==> config.mk <==
export PLATFORM = sky130hd
export DESIGN_NAME = extirq_hub
export DESIGN_NICKNAME = d
export VERILOG_FILES = /design/src/rtl/extirq_pkg.sv /design/src/rtl/extirq_detect.sv /design/src/rtl/extirq_group_or.sv /design/src/rtl/extirq_readmux.sv /design/src/rtl/extirq_hub.sv
export SDC_FILE = /design/constraint.sdc
export NUM_CORES = 1
export LEC_CHECK = 0
export BUFFER_PORTS_ARGS = -buffer_cell sky130_fd_sc_hd__buf_2
export CAP_MARGIN = 10
export CORE_ASPECT_RATIO = 2
export CORE_MARGIN = 2
export CORE_UTILIZATION = 30
export CTS_BUF_LIST = sky130_fd_sc_hd__clkbuf_4 sky130_fd_sc_hd__clkbuf_8
export CTS_CLUSTER_SIZE = 24
export DETAILED_ROUTE_END_ITERATION = 16
export GPL_ROUTABILITY_DRIVEN = 0
export SLEW_MARGIN = 30
export SYNTH_ARGS = -nofsm -noshare
export SYNTH_HDL_FRONTEND = slang
export SYNTH_SLANG_ARGS = --single-unit
==> constraint.sdc <==
create_clock -name clk -period 4.75 [get_ports clk]
set_clock_uncertainty 0.2 [all_clocks]
set_input_delay 0.7125 -clock clk [delete_from_list [all_inputs] [get_ports clk]]
set_output_delay 0.7125 -clock clk [all_outputs]
set_load 0.01 [all_outputs]
==> src/rtl/extirq_pkg.sv <==
package extirq_pkg;

    localparam int NUM_LINES     = 28;
    localparam int NUM_GROUPS    = 4;
    localparam int MODE_W        = 3;
    localparam int NUM_PAIRS     = NUM_LINES / 2;
    localparam int PAIRS_PER_REG = 8;
    localparam int HI_PAIRS      = NUM_PAIRS - PAIRS_PER_REG;
    localparam int FIELD_STRIDE  = 4;
    localparam int ADDR_W        = 8;
    localparam int DATA_W        = 32;

    localparam logic [ADDR_W-1:0] OFS_TRIG_LO = 8'h00;
    localparam logic [ADDR_W-1:0] OFS_TRIG_HI = 8'h04;
    localparam logic [ADDR_W-1:0] OFS_MASK    = 8'h08;
    localparam logic [ADDR_W-1:0] OFS_PEND    = 8'h0C;

    typedef logic [NUM_PAIRS-1:0][MODE_W-1:0] mode_vec_t;

    typedef struct packed {
        logic [NUM_LINES-1:0] pin;
        logic [NUM_LINES-1:0] prev;
        logic [NUM_LINES-1:0] mask;
        logic [NUM_LINES-1:0] pend;
        mode_vec_t            mode;
    } hub_state_t;

    function automatic int grp_first(input int g);
        case (g)
            0:       return 0;
            1:       return 4;
            2:       return 12;
            default: return 20;
        endcase
    endfunction

    function automatic int grp_last(input int g);
        case (g)
            0:       return 3;
            1:       return 11;
            2:       return 19;
            default: return 27;
        endcase
    endfunction

    function automatic logic trig_hit(input logic [MODE_W-1:0] m,
                                      input logic cur, input logic prv);
        case (m[2:1])
            2'b00:   return m[0] ? cur : ~cur;
            2'b01:   return prv & ~cur;
            2'b10:   return ~prv & cur;
            default: return prv ^ cur;
        endcase
    endfunction

endpackage

==> src/rtl/extirq_detect.sv <==
module extirq_detect
    import extirq_pkg::*;
#(
    parameter int LINES = NUM_LINES
) (
    input  logic [LINES-1:0]   cur,
    input  logic [LINES-1:0]   prev,
    input  mode_vec_t          mode,
    output logic [LINES-1:0]   evt
);
    for (genvar i = 0; i < LINES; i++) begin : g_line
        assign evt[i] = trig_hit(mode[i/2], cur[i], prev[i]);
    end
endmodule

==> src/rtl/extirq_group_or.sv <==
module extirq_group_or
    import extirq_pkg::*;
(
    input  logic [NUM_LINES-1:0]  pend,
    input  logic [NUM_LINES-1:0]  mask,
    output logic [NUM_GROUPS-1:0] grp
);
    logic [NUM_LINES-1:0] live;
    assign live = pend & ~mask;

    for (genvar g = 0; g < NUM_GROUPS; g++) begin : g_grp
        localparam int LO = grp_first(g);
        localparam int HI = grp_last(g);
        assign grp[g] = |live[HI:LO];
    end
endmodule

==> src/rtl/extirq_readmux.sv <==
module extirq_readmux
    import extirq_pkg::*;
(
    input  logic [ADDR_W-1:0]    addr,
    input  mode_vec_t            mode,
    input  logic [NUM_LINES-1:0] mask,
    input  logic [NUM_LINES-1:0] pend,
    output logic [DATA_W-1:0]    rdata
);
    always_comb begin
        rdata = '0;
        case (addr)
            OFS_TRIG_LO: begin
                for (int p = 0; p < PAIRS_PER_REG; p++)
                    rdata[p*FIELD_STRIDE +: MODE_W] = mode[p];
            end
            OFS_TRIG_HI: begin
                for (int p = 0; p < HI_PAIRS; p++)
                    rdata[p*FIELD_STRIDE +: MODE_W] = mode[PAIRS_PER_REG + p];
            end
            OFS_MASK: rdata[NUM_LINES-1:0] = mask;
            OFS_PEND: rdata[NUM_LINES-1:0] = pend;
            default:  rdata = '0;
        endcase
    end
endmodule

==> src/rtl/extirq_hub.sv <==
module extirq_hub
    import extirq_pkg::*;
(
    input  logic                   clk,
    input  logic                   rst_n,
    input  logic [NUM_LINES-1:0]   ext_pins,
    input  logic [ADDR_W-1:0]      bus_addr,
    input  logic [DATA_W-1:0]      bus_wdata,
    input  logic                   bus_we,
    output logic [DATA_W-1:0]      bus_rdata,
    output logic [NUM_GROUPS-1:0]  grp_irq
);
    hub_state_t st_d, st_q;

    logic [NUM_LINES-1:0] evt;
    logic [NUM_LINES-1:0] clr;
    logic [NUM_LINES-1:0] pend_vec;
    logic [NUM_LINES-1:0] mask_vec;
    logic                 unused_wdata;

    assign pend_vec     = st_q.pend;
    assign mask_vec     = st_q.mask;
    assign unused_wdata = ^bus_wdata;

    extirq_detect #(.LINES(NUM_LINES)) u_detect (
        .cur  (st_q.pin),
        .prev (st_q.prev),
        .mode (st_q.mode),
        .evt  (evt)
    );

    extirq_group_or u_group (
        .pend (pend_vec),
        .mask (mask_vec),
        .grp  (grp_irq)
    );

    extirq_readmux u_read (
        .addr  (bus_addr),
        .mode  (st_q.mode),
        .mask  (mask_vec),
        .pend  (pend_vec),
        .rdata (bus_rdata)
    );

    always_comb begin
        st_d      = st_q;
        st_d.pin  = ext_pins;
        st_d.prev = st_q.pin;

        clr = (bus_we && bus_addr == OFS_PEND) ? bus_wdata[NUM_LINES-1:0] : '0;
        // events are applied after the clear, so a same-edge event survives
        st_d.pend = (st_q.pend & ~clr) | evt;

        if (bus_we) begin
            case (bus_addr)
                OFS_MASK: st_d.mask = bus_wdata[NUM_LINES-1:0];
                OFS_TRIG_LO: begin
                    for (int p = 0; p < PAIRS_PER_REG; p++)
                        st_d.mode[p] = bus_wdata[p*FIELD_STRIDE +: MODE_W];
                end
                OFS_TRIG_HI: begin
                    for (int p = 0; p < HI_PAIRS; p++)
                        st_d.mode[PAIRS_PER_REG + p] = bus_wdata[p*FIELD_STRIDE +: MODE_W];
                end
                default: ;
            endcase
        end
    end

    always_ff @(posedge clk) begin
        if (!rst_n) begin
            st_q.pin  <= '1;
            st_q.prev <= '1;
            st_q.mask <= '1;
            st_q.pend <= '0;
            st_q.mode <= '0;
        end else begin
            st_q <= st_d;
        end
    end
endmodule

==> run metrics, run 1 <==
status finished, final reports clean; iteration count of the initial detailed-routing pass 5; Worst EP arrival 2.51 ns; Final ANT Viol Nets 0; initial antenna violation count 5; Post-DP HPWL 18000 um; CTS buffer count 17; Top cell by count, worst path buf_2; switch share 26.6%; Total Power 2.77 mW; Placed Cells 1335; vias in the first global route 7231; P_sw 0.739 mW; non-filler instance count after layout 1369; Hold Startpoint ext_pins[1]; Hold Crit Class primary input to flop; met3 wire length 1120 um; Worst setup startpoint bus_addr[3]; DRT iter0 DRCs 561; num rows 87; Core Area 28100 um^2; M1 wire length 9960 um; Clock Tree Buf Depth 2; most frequent cells in the layout 154 x dfxtp_1, 102 x buf_2, 97 x nand2_1, 84 x inv_1; clock network power share 40.4%; worst slew pin tran 0.864 ns; H-tree levels 4; Worst-path clk slew 0.09 ns; Slew headroom 42.4%; Worst-Skew Late Latency 0.48 ns; syn avg cell area 9.06 um^2; register area share after synthesis 36.1%; fill cell count 2920; DRC 0; cell internal pwr 2.04 mW; final hold vios 0; maximum VDD drop 0.000175 V; TritonCTS clock tree built; Tcrit/Tclk final 72.0%; largest net degree at the start of global routing 112; Syn Std Cell Area 8540 um^2; gr ovfl total 0; CTS Hold Bufs 0; Bufs and invs on worst path 3; Leak 4.38 nW; Core Util, Final 34.7%; P&R area growth vs syn 14.0%; Setup CP Type primary input to output pin; fmax 292 MHz; # setup viols final 0; routed length per instance 18.9 um; CTS resizes 0; synth warn 0; DR vias/cell 5.27; Reg-to-Reg Start st_d[119]; delay-heaviest family, CP buffers and inverters; met2 WL 13600 um; CP Launch Type primary input; Nets 1125; layout cells sized above 1 20.1%; Synth cell types 37; Crit. End Element output pin; number of port buffers 104; combinational power share 10.1%; root buffer cell clkbuf_8; most common cell after layout, fill and taps aside dfxtp_1; die area 29900 um^2; Syn Inst Count 943; Die Span X 123 um; Pwr Density 285 nW/um^2; max incr delay on CP 0.56 ns; clock period minus worst slack 3.42 ns; global-route wire length before repair 40100 um; max-cap viol count 0; clk sink count 154; die height 243 um; worst-path cell chain buf_2 -> buf_4 -> mux4_2 -> and3_1 -> buf_2; hold slack 0.208 ns; Data required, critical path 3.84 ns; CP Max Fanout 26; Post-Syn Nets 1070; Pins Over Slew Limit 0; total number of vias 7215; critical path's slowest cell mux4_2; Overall Global Routing Usage 17.7%; Initial Utilization 30.4%; RSZ-0062 raised after global routing false; FF+latch count, synth 154; Reg power frac 49.5%; io pins 107; drt total wl 25900 um; uppermost layer routed met5; Post-CTS Setup Bufs 0; setup TNS 0 ns
==> metrics by stage <==
stage          worst slack, ns  instance area (um^2)
6_report                  1.33                  9730
5_1_grt                   1.28                  9730
4_1_cts                   1.35                  9730
3_5_place_dp              1.35                  9280
3_3_place_gp              1.34                  9280
2_1_floorplan             1.72                  8540
==> metal layers <==
| metal | vias to the layer above | GRT usage (%) |
|---|---|---|
| met4 | 4 | 9.83 |
| met5 | - | 0 |
| met2 | 170 | 31.0 |
| met3 | 55 | 3.62 |
| met1 | 3537 | 19.3 |
| li1 | 3449 | - |
==> sequential cells by signal (all words and copies together) (netlist names) <==
name / flops
st_q: 70
st_d: 28
mask_vec: 28
pend_vec: 28
==> power groups by stage <==
stage | clock network [mW] | registers (mW) | logic (mW)
after global placement | 0 | 1.40 | 0.276
final | 1.12 | 1.37 | 0.281
after floorplan | 0 | 1.39 | 0.190
after detailed placement | 0 | 1.40 | 0.282
after CTS | 1.14 | 1.37 | 0.283
after global routing | 1.19 | 1.38 | 0.314
==> synth_stat cells, drive strengths merged <==
| cell | number | area [um^2] |
|---|---|---|
| nor4b | 2 | 17.5 |
| dfxtp | 154 | 3080 |
| a211o | 28 | 245 |
| and2 | 29 | 181 |
| or4 | 4 | 33.8 |
| ha | 56 | 701 |
| mux4 | 18 | 405 |
| and3 | 18 | 113 |
| inv | 85 | 319 |
| nand2 | 97 | 364 |
| xor2 | 28 | 245 |
| a2bb2oi | 3 | 26.3 |
| nor4 | 3 | 33.8 |
| a22oi | 1 | 7.51 |
| o21ai | 56 | 280 |
| nand4 | 29 | 181 |
| buf | 39 | 203 |
| a21oi | 28 | 140 |
| o41a | 28 | 315 |
| nand3 | 1 | 5.00 |
| or2 | 1 | 6.26 |
| nand2b | 28 | 175 |
| clkbuf | 44 | 165 |
| mux2i | 52 | 521 |
| and4 | 1 | 8.76 |
| nor2 | 40 | 150 |
| o311a | 28 | 280 |
| o22ai | 12 | 75.1 |
| conb | 1 | 3.75 |
| o221ai | 1 | 8.76 |
| a31o | 28 | 245 |
==> logic make-up after synthesis <==
kind of cell	after synthesis	share of synthesized area (%)
xor+xnor	28	2.87
other cells	1	0.0439
flops	154	36.1
fa+ha+maj	56	8.21
mux	70	10.8
compound gates	213	19.0
buf+inv	168	8.04
simple gates	253	14.9
==> worst register-to-register path, delay by kind of cell (launching register included) <==
kind	cells	cell delay, ns
adder cells (fa/ha/maj)	1	0.28
flip-flops	1	0.38
AO/OA/AOI/OAI	2	0.57
AND/OR/NAND/NOR	1	0.15
buffers and inverters	1	0.07
==> path summary, 6_finish.rpt <==
kind | endpoint | slack, ns | cells after the start
max | bus_rdata[8] | 1.33 | 5
min reg2reg | st_q[105] | 0.30 | 2
max reg2reg | pend_vec[21] | 3.06 | 5
min | st_d[99] | 0.21 | 2
==> layout make-up <==
class                           instances  area [um^2]  area share, %
Tap cell                              356          445           4.58
Antenna cell                            2         5.00         0.0514
Multi-Input combinational cell        621         4780           49.1
Clock buffer                           18          248           2.55
Timing Repair Buffer                  119          654           6.72
Inverter                               85          319           3.28
Sequential cell                       154         3080           31.7
Clock inverter                         14          196           2.02
Power figures use the tool's default switching activity.
==> run 2: changes to the inputs <==
--- a/config.mk
+++ b/config.mk
@@ -5,6 +5,7 @@
 export SDC_FILE = /design/constraint.sdc
 export NUM_CORES = 1
 export LEC_CHECK = 0
+export ABC_AREA = 1
 export BUFFER_PORTS_ARGS = -buffer_cell sky130_fd_sc_hd__buf_2
 export CAP_MARGIN = 10
 export CORE_ASPECT_RATIO = 2
==> constraint.sdc (replaced) <==
create_clock -name clk -period 3.1 [get_ports clk]
set_clock_uncertainty 0.2 [all_clocks]
set_input_delay 0.465 -clock clk [delete_from_list [all_inputs] [get_ports clk]]
set_output_delay 0.465 -clock clk [all_outputs]
set_load 0.01 [all_outputs]
==> run metrics, run 2 <==
num rows 85; DRC 0; die height 238 um; Worst Hold Depth 2; most common cell after layout, fill and taps aside nand2_1; Die Span X 121 um; setup TNS 0 ns; clock period minus worst slack 2.52 ns; Post-DP HPWL 17700 um; clk sink count 154; Placed Area 9000 um^2; Final WS setup 0.582 ns; Hold Crit Class primary input to flop; Worst EP arrival 1.85 ns; cell with the most instances after synthesis nand2_1; CP Launch Type primary input; maximum VDD drop 0.000248 V; gr ovfl total 0; syn avg cell area 6.92 um^2; Total Power 4.12 mW; DRT iter0 DRCs 427; CP Max Fanout 36; Pwr Density 425 nW/um^2; register area share after synthesis 37.5%; Setup CP Type primary input to output pin; fmax 397 MHz; iteration count of the initial detailed-routing pass 5; final hold vios 0; Largest register FFs 70; Nets 1418; number of port buffers 104; drt total wl 24900 um; cell taking the most area after synthesis dfxtp_1; Top cell by count, worst path buf_2; Clock Tree Buf Depth 2; global-route wire length before repair 39200 um; RSZ-0062 raised after global routing false; layout cells sized above 1 14.9%; H-tree levels 4; r2r setup slk 1.53 ns; Syn Inst Count 1188; Core Util, Final 36.1%; max-cap viol count 0; CTS resizes 0; worst-path cell chain buf_2 -> nor2_2 -> nand2_4 -> nor2_8 -> nand2_1 -> nand4_1 -> buf_2; FF+latch count, synth 154; P&R area growth vs syn 18.0%; Largest Register st_q; most frequent cells in the layout 326 x nand2_1, 216 x nand3_1, 154 x dfxtp_1, 148 x inv_1, 103 x buf_2; max incr delay on CP 0.51 ns; Core Area 26900 um^2; Tcrit/Tclk final 81.2%; Bufs and invs on worst path 2; Leak 4.53 nW; dpl ws 0.599 ns; Synth area leaders dfxtp_1 38%, nand2_1 15%, nand3_1 13%, ha_1 8.5%, inv_1 6.8%; die area 28800 um^2; initial antenna violation count 3; worst slew pin tran 0.740 ns; Post-synth top flop dfxtp_1; Crit. End Element output pin; CTS buffer count 17; TritonCTS clock tree built; DR vias/cell 4.80; number of flops mapped to enable cells by yosys 0; vias in the first global route 7805; FF-to-FF path depth 8; total number of vias 7945; io pins 107; Final ANT Viol Nets 0; routed length per instance 15.0 um; most frequent cells after synthesis 326 x nand2_1, 216 x nand3_1, 154 x dfxtp_1; synth warn 0; Worst-path clk slew 0.08 ns; Post-Syn Nets 1315; final instance area 9700 um^2; Yosys top cell area share 37.5%; Synth cell types 29; Slew headroom 50.6%; Data required, critical path 2.43 ns; delay-heaviest family, CP simple AND/OR/NAND/NOR gates; Levels on crit path 7; async set or reset register ratio after synthesis 0%; root buffer cell clkbuf_8; Worst-Skew Late Latency 0.48 ns; Pins Over Slew Limit 0; Initial Utilization 30.5%; Overall Global Routing Usage 17.5%; status finished, final reports clean; critical path's slowest cell nor2_8; largest net degree at the start of global routing 58; # setup viols final 0; Syn Std Cell Area 8220 um^2
run 2: cells by family (layout without fill, tap and decap cells):
group	Yosys count	count (layout)	synth area share [%]
and+or+nand+nor	664	664	36.3
buffers and inverters	210	326	11.0
DFF	154	154	37.5
AOI/OAI and AO/OA	103	103	6.58
adders and majority gates	56	56	8.52
other	1	4	0.0456
run 2: final cells by class:
| class | count | area [um^2] |
|---|---|---|
| Clock inverter | 14 | 194 |
| Multi-Input combinational cell | 824 | 4230 |
| Fill cell | 2907 | 17200 |
| Timing Repair Buffer | 143 | 943 |
| Inverter | 151 | 567 |
| Clock buffer | 18 | 241 |
| Sequential cell | 154 | 3080 |
| Antenna cell | 3 | 7.51 |
| Tap cell | 348 | 435 |
run 2: through the flow:
step	hold slack, ns	instances
after global routing	0.0121	1655
after CTS	0.00202	1652
after floorplan	0.239	1188
after detailed placement	0.252	1594
final	0.0185	1655
after global placement	0.249	1594
run 2: worst paths after layout:
path	start	endpoint
worst max-delay path	bus_addr[5]	bus_rdata[17]
worst min register to register	pend_vec[7]	pend_vec[7]
worst min-delay path	ext_pins[17]	st_d[115]
worst max register to register	st_d[112]	pend_vec[14]
run 2: what timing repair did:
action                                 CTS  global route
setup buffers                            0             0
endpoints found under the hold margin   26             0
hold buffers                            26             0
run 2: metal layers:
layer	part of all wire [%]	track usage [%]	routed length (um)
met2	54	32.8	13400
met3	3.7	3.15	915
met5	0	0	0
met4	4.9	10.4	1230
met1	38	17.6	9340
run 2: power by group:
part | leakage (nW) | switching (mW) | internal, mW
logic | 3.05 | 0.198 | 0.139
registers | 1.26 | 0.0459 | 2.04
clock network | 0.217 | 0.812 | 0.890
total | 4.53 | 1.06 | 3.07
==> run 3: changes to the inputs <==
--- a/config.mk
+++ b/config.mk
@@ -5,7 +5,7 @@
 export SDC_FILE = /design/constraint.sdc
 export NUM_CORES = 1
 export LEC_CHECK = 0
-export ABC_AREA = 1
+export ABC_AREA = 0
 export BUFFER_PORTS_ARGS = -buffer_cell sky130_fd_sc_hd__buf_2
 export CAP_MARGIN = 10
 export CORE_ASPECT_RATIO = 2
==> constraint.sdc (replaced) <==
create_clock -name clk -period 2.5 [get_ports clk]
set_clock_uncertainty 0.2 [all_clocks]
set_input_delay 0.375 -clock clk [delete_from_list [all_inputs] [get_ports clk]]
set_output_delay 0.375 -clock clk [all_outputs]
set_load 0.01 [all_outputs]
==> run metrics, run 3 (synthesis results as in run 1) <==
fill cell count 2890; most frequent cells in the layout 154 x dfxtp_1, 102 x buf_2, 96 x nand2_1, 84 x inv_1, 63 x dlygate4sd3_1; root buffer cell clkbuf_8; setup TNS 0 ns; die area 29900 um^2; Worst Hold Depth 4; clock network power share 37.9%; hold slack 0.296 ns; Overall Global Routing Usage 18.1%; fmax 413 MHz; Reg power frac 49.9%; number of port buffers 104; Final ANT Viol Nets 0; Pwr Density 496 nW/um^2; DR vias/cell 5.13; Die Span X 123 um; Leak 4.79 nW; CTS buffer count 17; final hold vios 0; initial antenna violation count 3; Data required, critical path 1.92 ns; maximum VDD drop 0.000263 V; Post-DP HPWL 19300 um; Crit. End Element output pin; Initial Utilization 30.4%; Worst EP arrival 1.84 ns; iteration count of the initial detailed-routing pass 5; clk sink count 154; clock period minus worst slack 2.42 ns; switch share 26.1%; most common cell after layout, fill and taps aside dfxtp_1; CP Max Fanout 10; Post-CTS Setup Bufs 0; r2r setup slk 0.86 ns; Tcrit/Tclk final 96.8%; FF-to-FF path depth 5; final instance area 10600 um^2; # setup viols final 0; RSZ-0062 raised after global routing false; Total Power 5.24 mW; Placed Area 9510 um^2; vias in the first global route 7439; io pins 107; routed length per instance 18.2 um; Largest register FFs 70; Setup CP Type flop to output pin; Slew headroom 56.7%; status finished, final reports clean; Clock Tree Buf Depth 2; DRT iter0 DRCs 300; Worst-Skew Late Latency 0.49 ns; max-cap viol count 0; largest net degree at the start of global routing 89; Core Area 28100 um^2; layout cells sized above 1 20.8%; Worst-path clk slew 0.08 ns; total number of vias 7466; num rows 87; P&R area growth vs syn 23.8%; P_sw 1.37 mW; CP Launch Type flop; TritonCTS clock tree built; Core Util, Final 37.6%; cell internal pwr 3.87 mW; drt total wl 26500 um; Largest Register st_q; global-route wire length before repair 40800 um; Pins Over Slew Limit 0; DRC 0; Hold Crit Class primary input to flop; die height 243 um; Nets 1212; H-tree levels 4; gr ovfl total 0; worst slew pin tran 0.648 ns; combinational power share 12.2%
[run 3: changes by cell type in the layout (fill, tap and decap cells not counted), moves of 43 or more]
| cell | change |
|---|---|
| a21oi_1 | -43 |
| nand2_1 | -230 |
| o21ai_0 | +46 |
| inv_1 | -64 |
| nand3_1 | -215 |
| mux2i_1 | +52 |
[run 3: power by group through the flow]
stage	clock, mW	sequential, mW	combinational (mW)
after floorplan	0	2.64	0.361
after global placement	0	2.67	0.549
after detailed placement	0	2.67	0.562
after CTS	2.06	2.61	0.640
after global routing	2.13	2.62	0.708
final	1.99	2.61	0.640
[run 3: area by class of cell]
cell class | instances | area (um^2) | share of cell area, %
Timing Repair Buffer | 206 | 1520 | 14.3
Sequential cell | 154 | 3080 | 29.2
Clock buffer | 25 | 319 | 3.02
Antenna cell | 2 | 5.00 | 0.0474
Tap cell | 356 | 445 | 4.21
Multi-Input combinational cell | 621 | 4790 | 45.4
Inverter | 85 | 319 | 3.02
Clock inverter | 7 | 88.8 | 0.841
[run 3: stage by stage]
stage / cells / worst slack (ns)
6_report: 1456 / 0.0800
3_5_place_dp: 1359 / 0.0269
4_1_cts: 1453 / 0.0132
2_1_floorplan: 943 / 0.140
5_1_grt: 1456 / 0.0273
3_3_place_gp: 1359 / 0.0430
[run 3: critical path, cell delays in order (launching register included)]
cell,delay [ns]
dfxtp_1,0.46
mux4_2,0.50
and3_1,0.25
buf_2,0.16
[run 3: what timing repair did]
| item | 4_1_cts | 5_1_grt |
|---|---|---|
| endpoints found under the hold margin | 99 | 1 |
| gates resized for setup | 0 | 2 |
| endpoints found under the setup margin | 0 | 2 |
| hold buffers | 62 | 1 |
[run 3: path summary, 6_finish.rpt]
kind	start	endpoint
max	st_q[14]	bus_rdata[18]
min	bus_we	pend_vec[11]
max reg2reg	st_d[100]	pend_vec[2]
min reg2reg	st_d[103]	st_q[103]
[run 3: metal layers]
| layer | wire length [um] | vias to the layer above | GRT usage, % |
|---|---|---|---|
| met5 | 13 | - | 0 |
| met4 | 1530 | 2 | 11.4 |
| met3 | 997 | 71 | 3.50 |
| met2 | 13900 | 214 | 32.3 |
| met1 | 10000 | 3565 | 18.9 |
| li1 | - | 3614 | - |
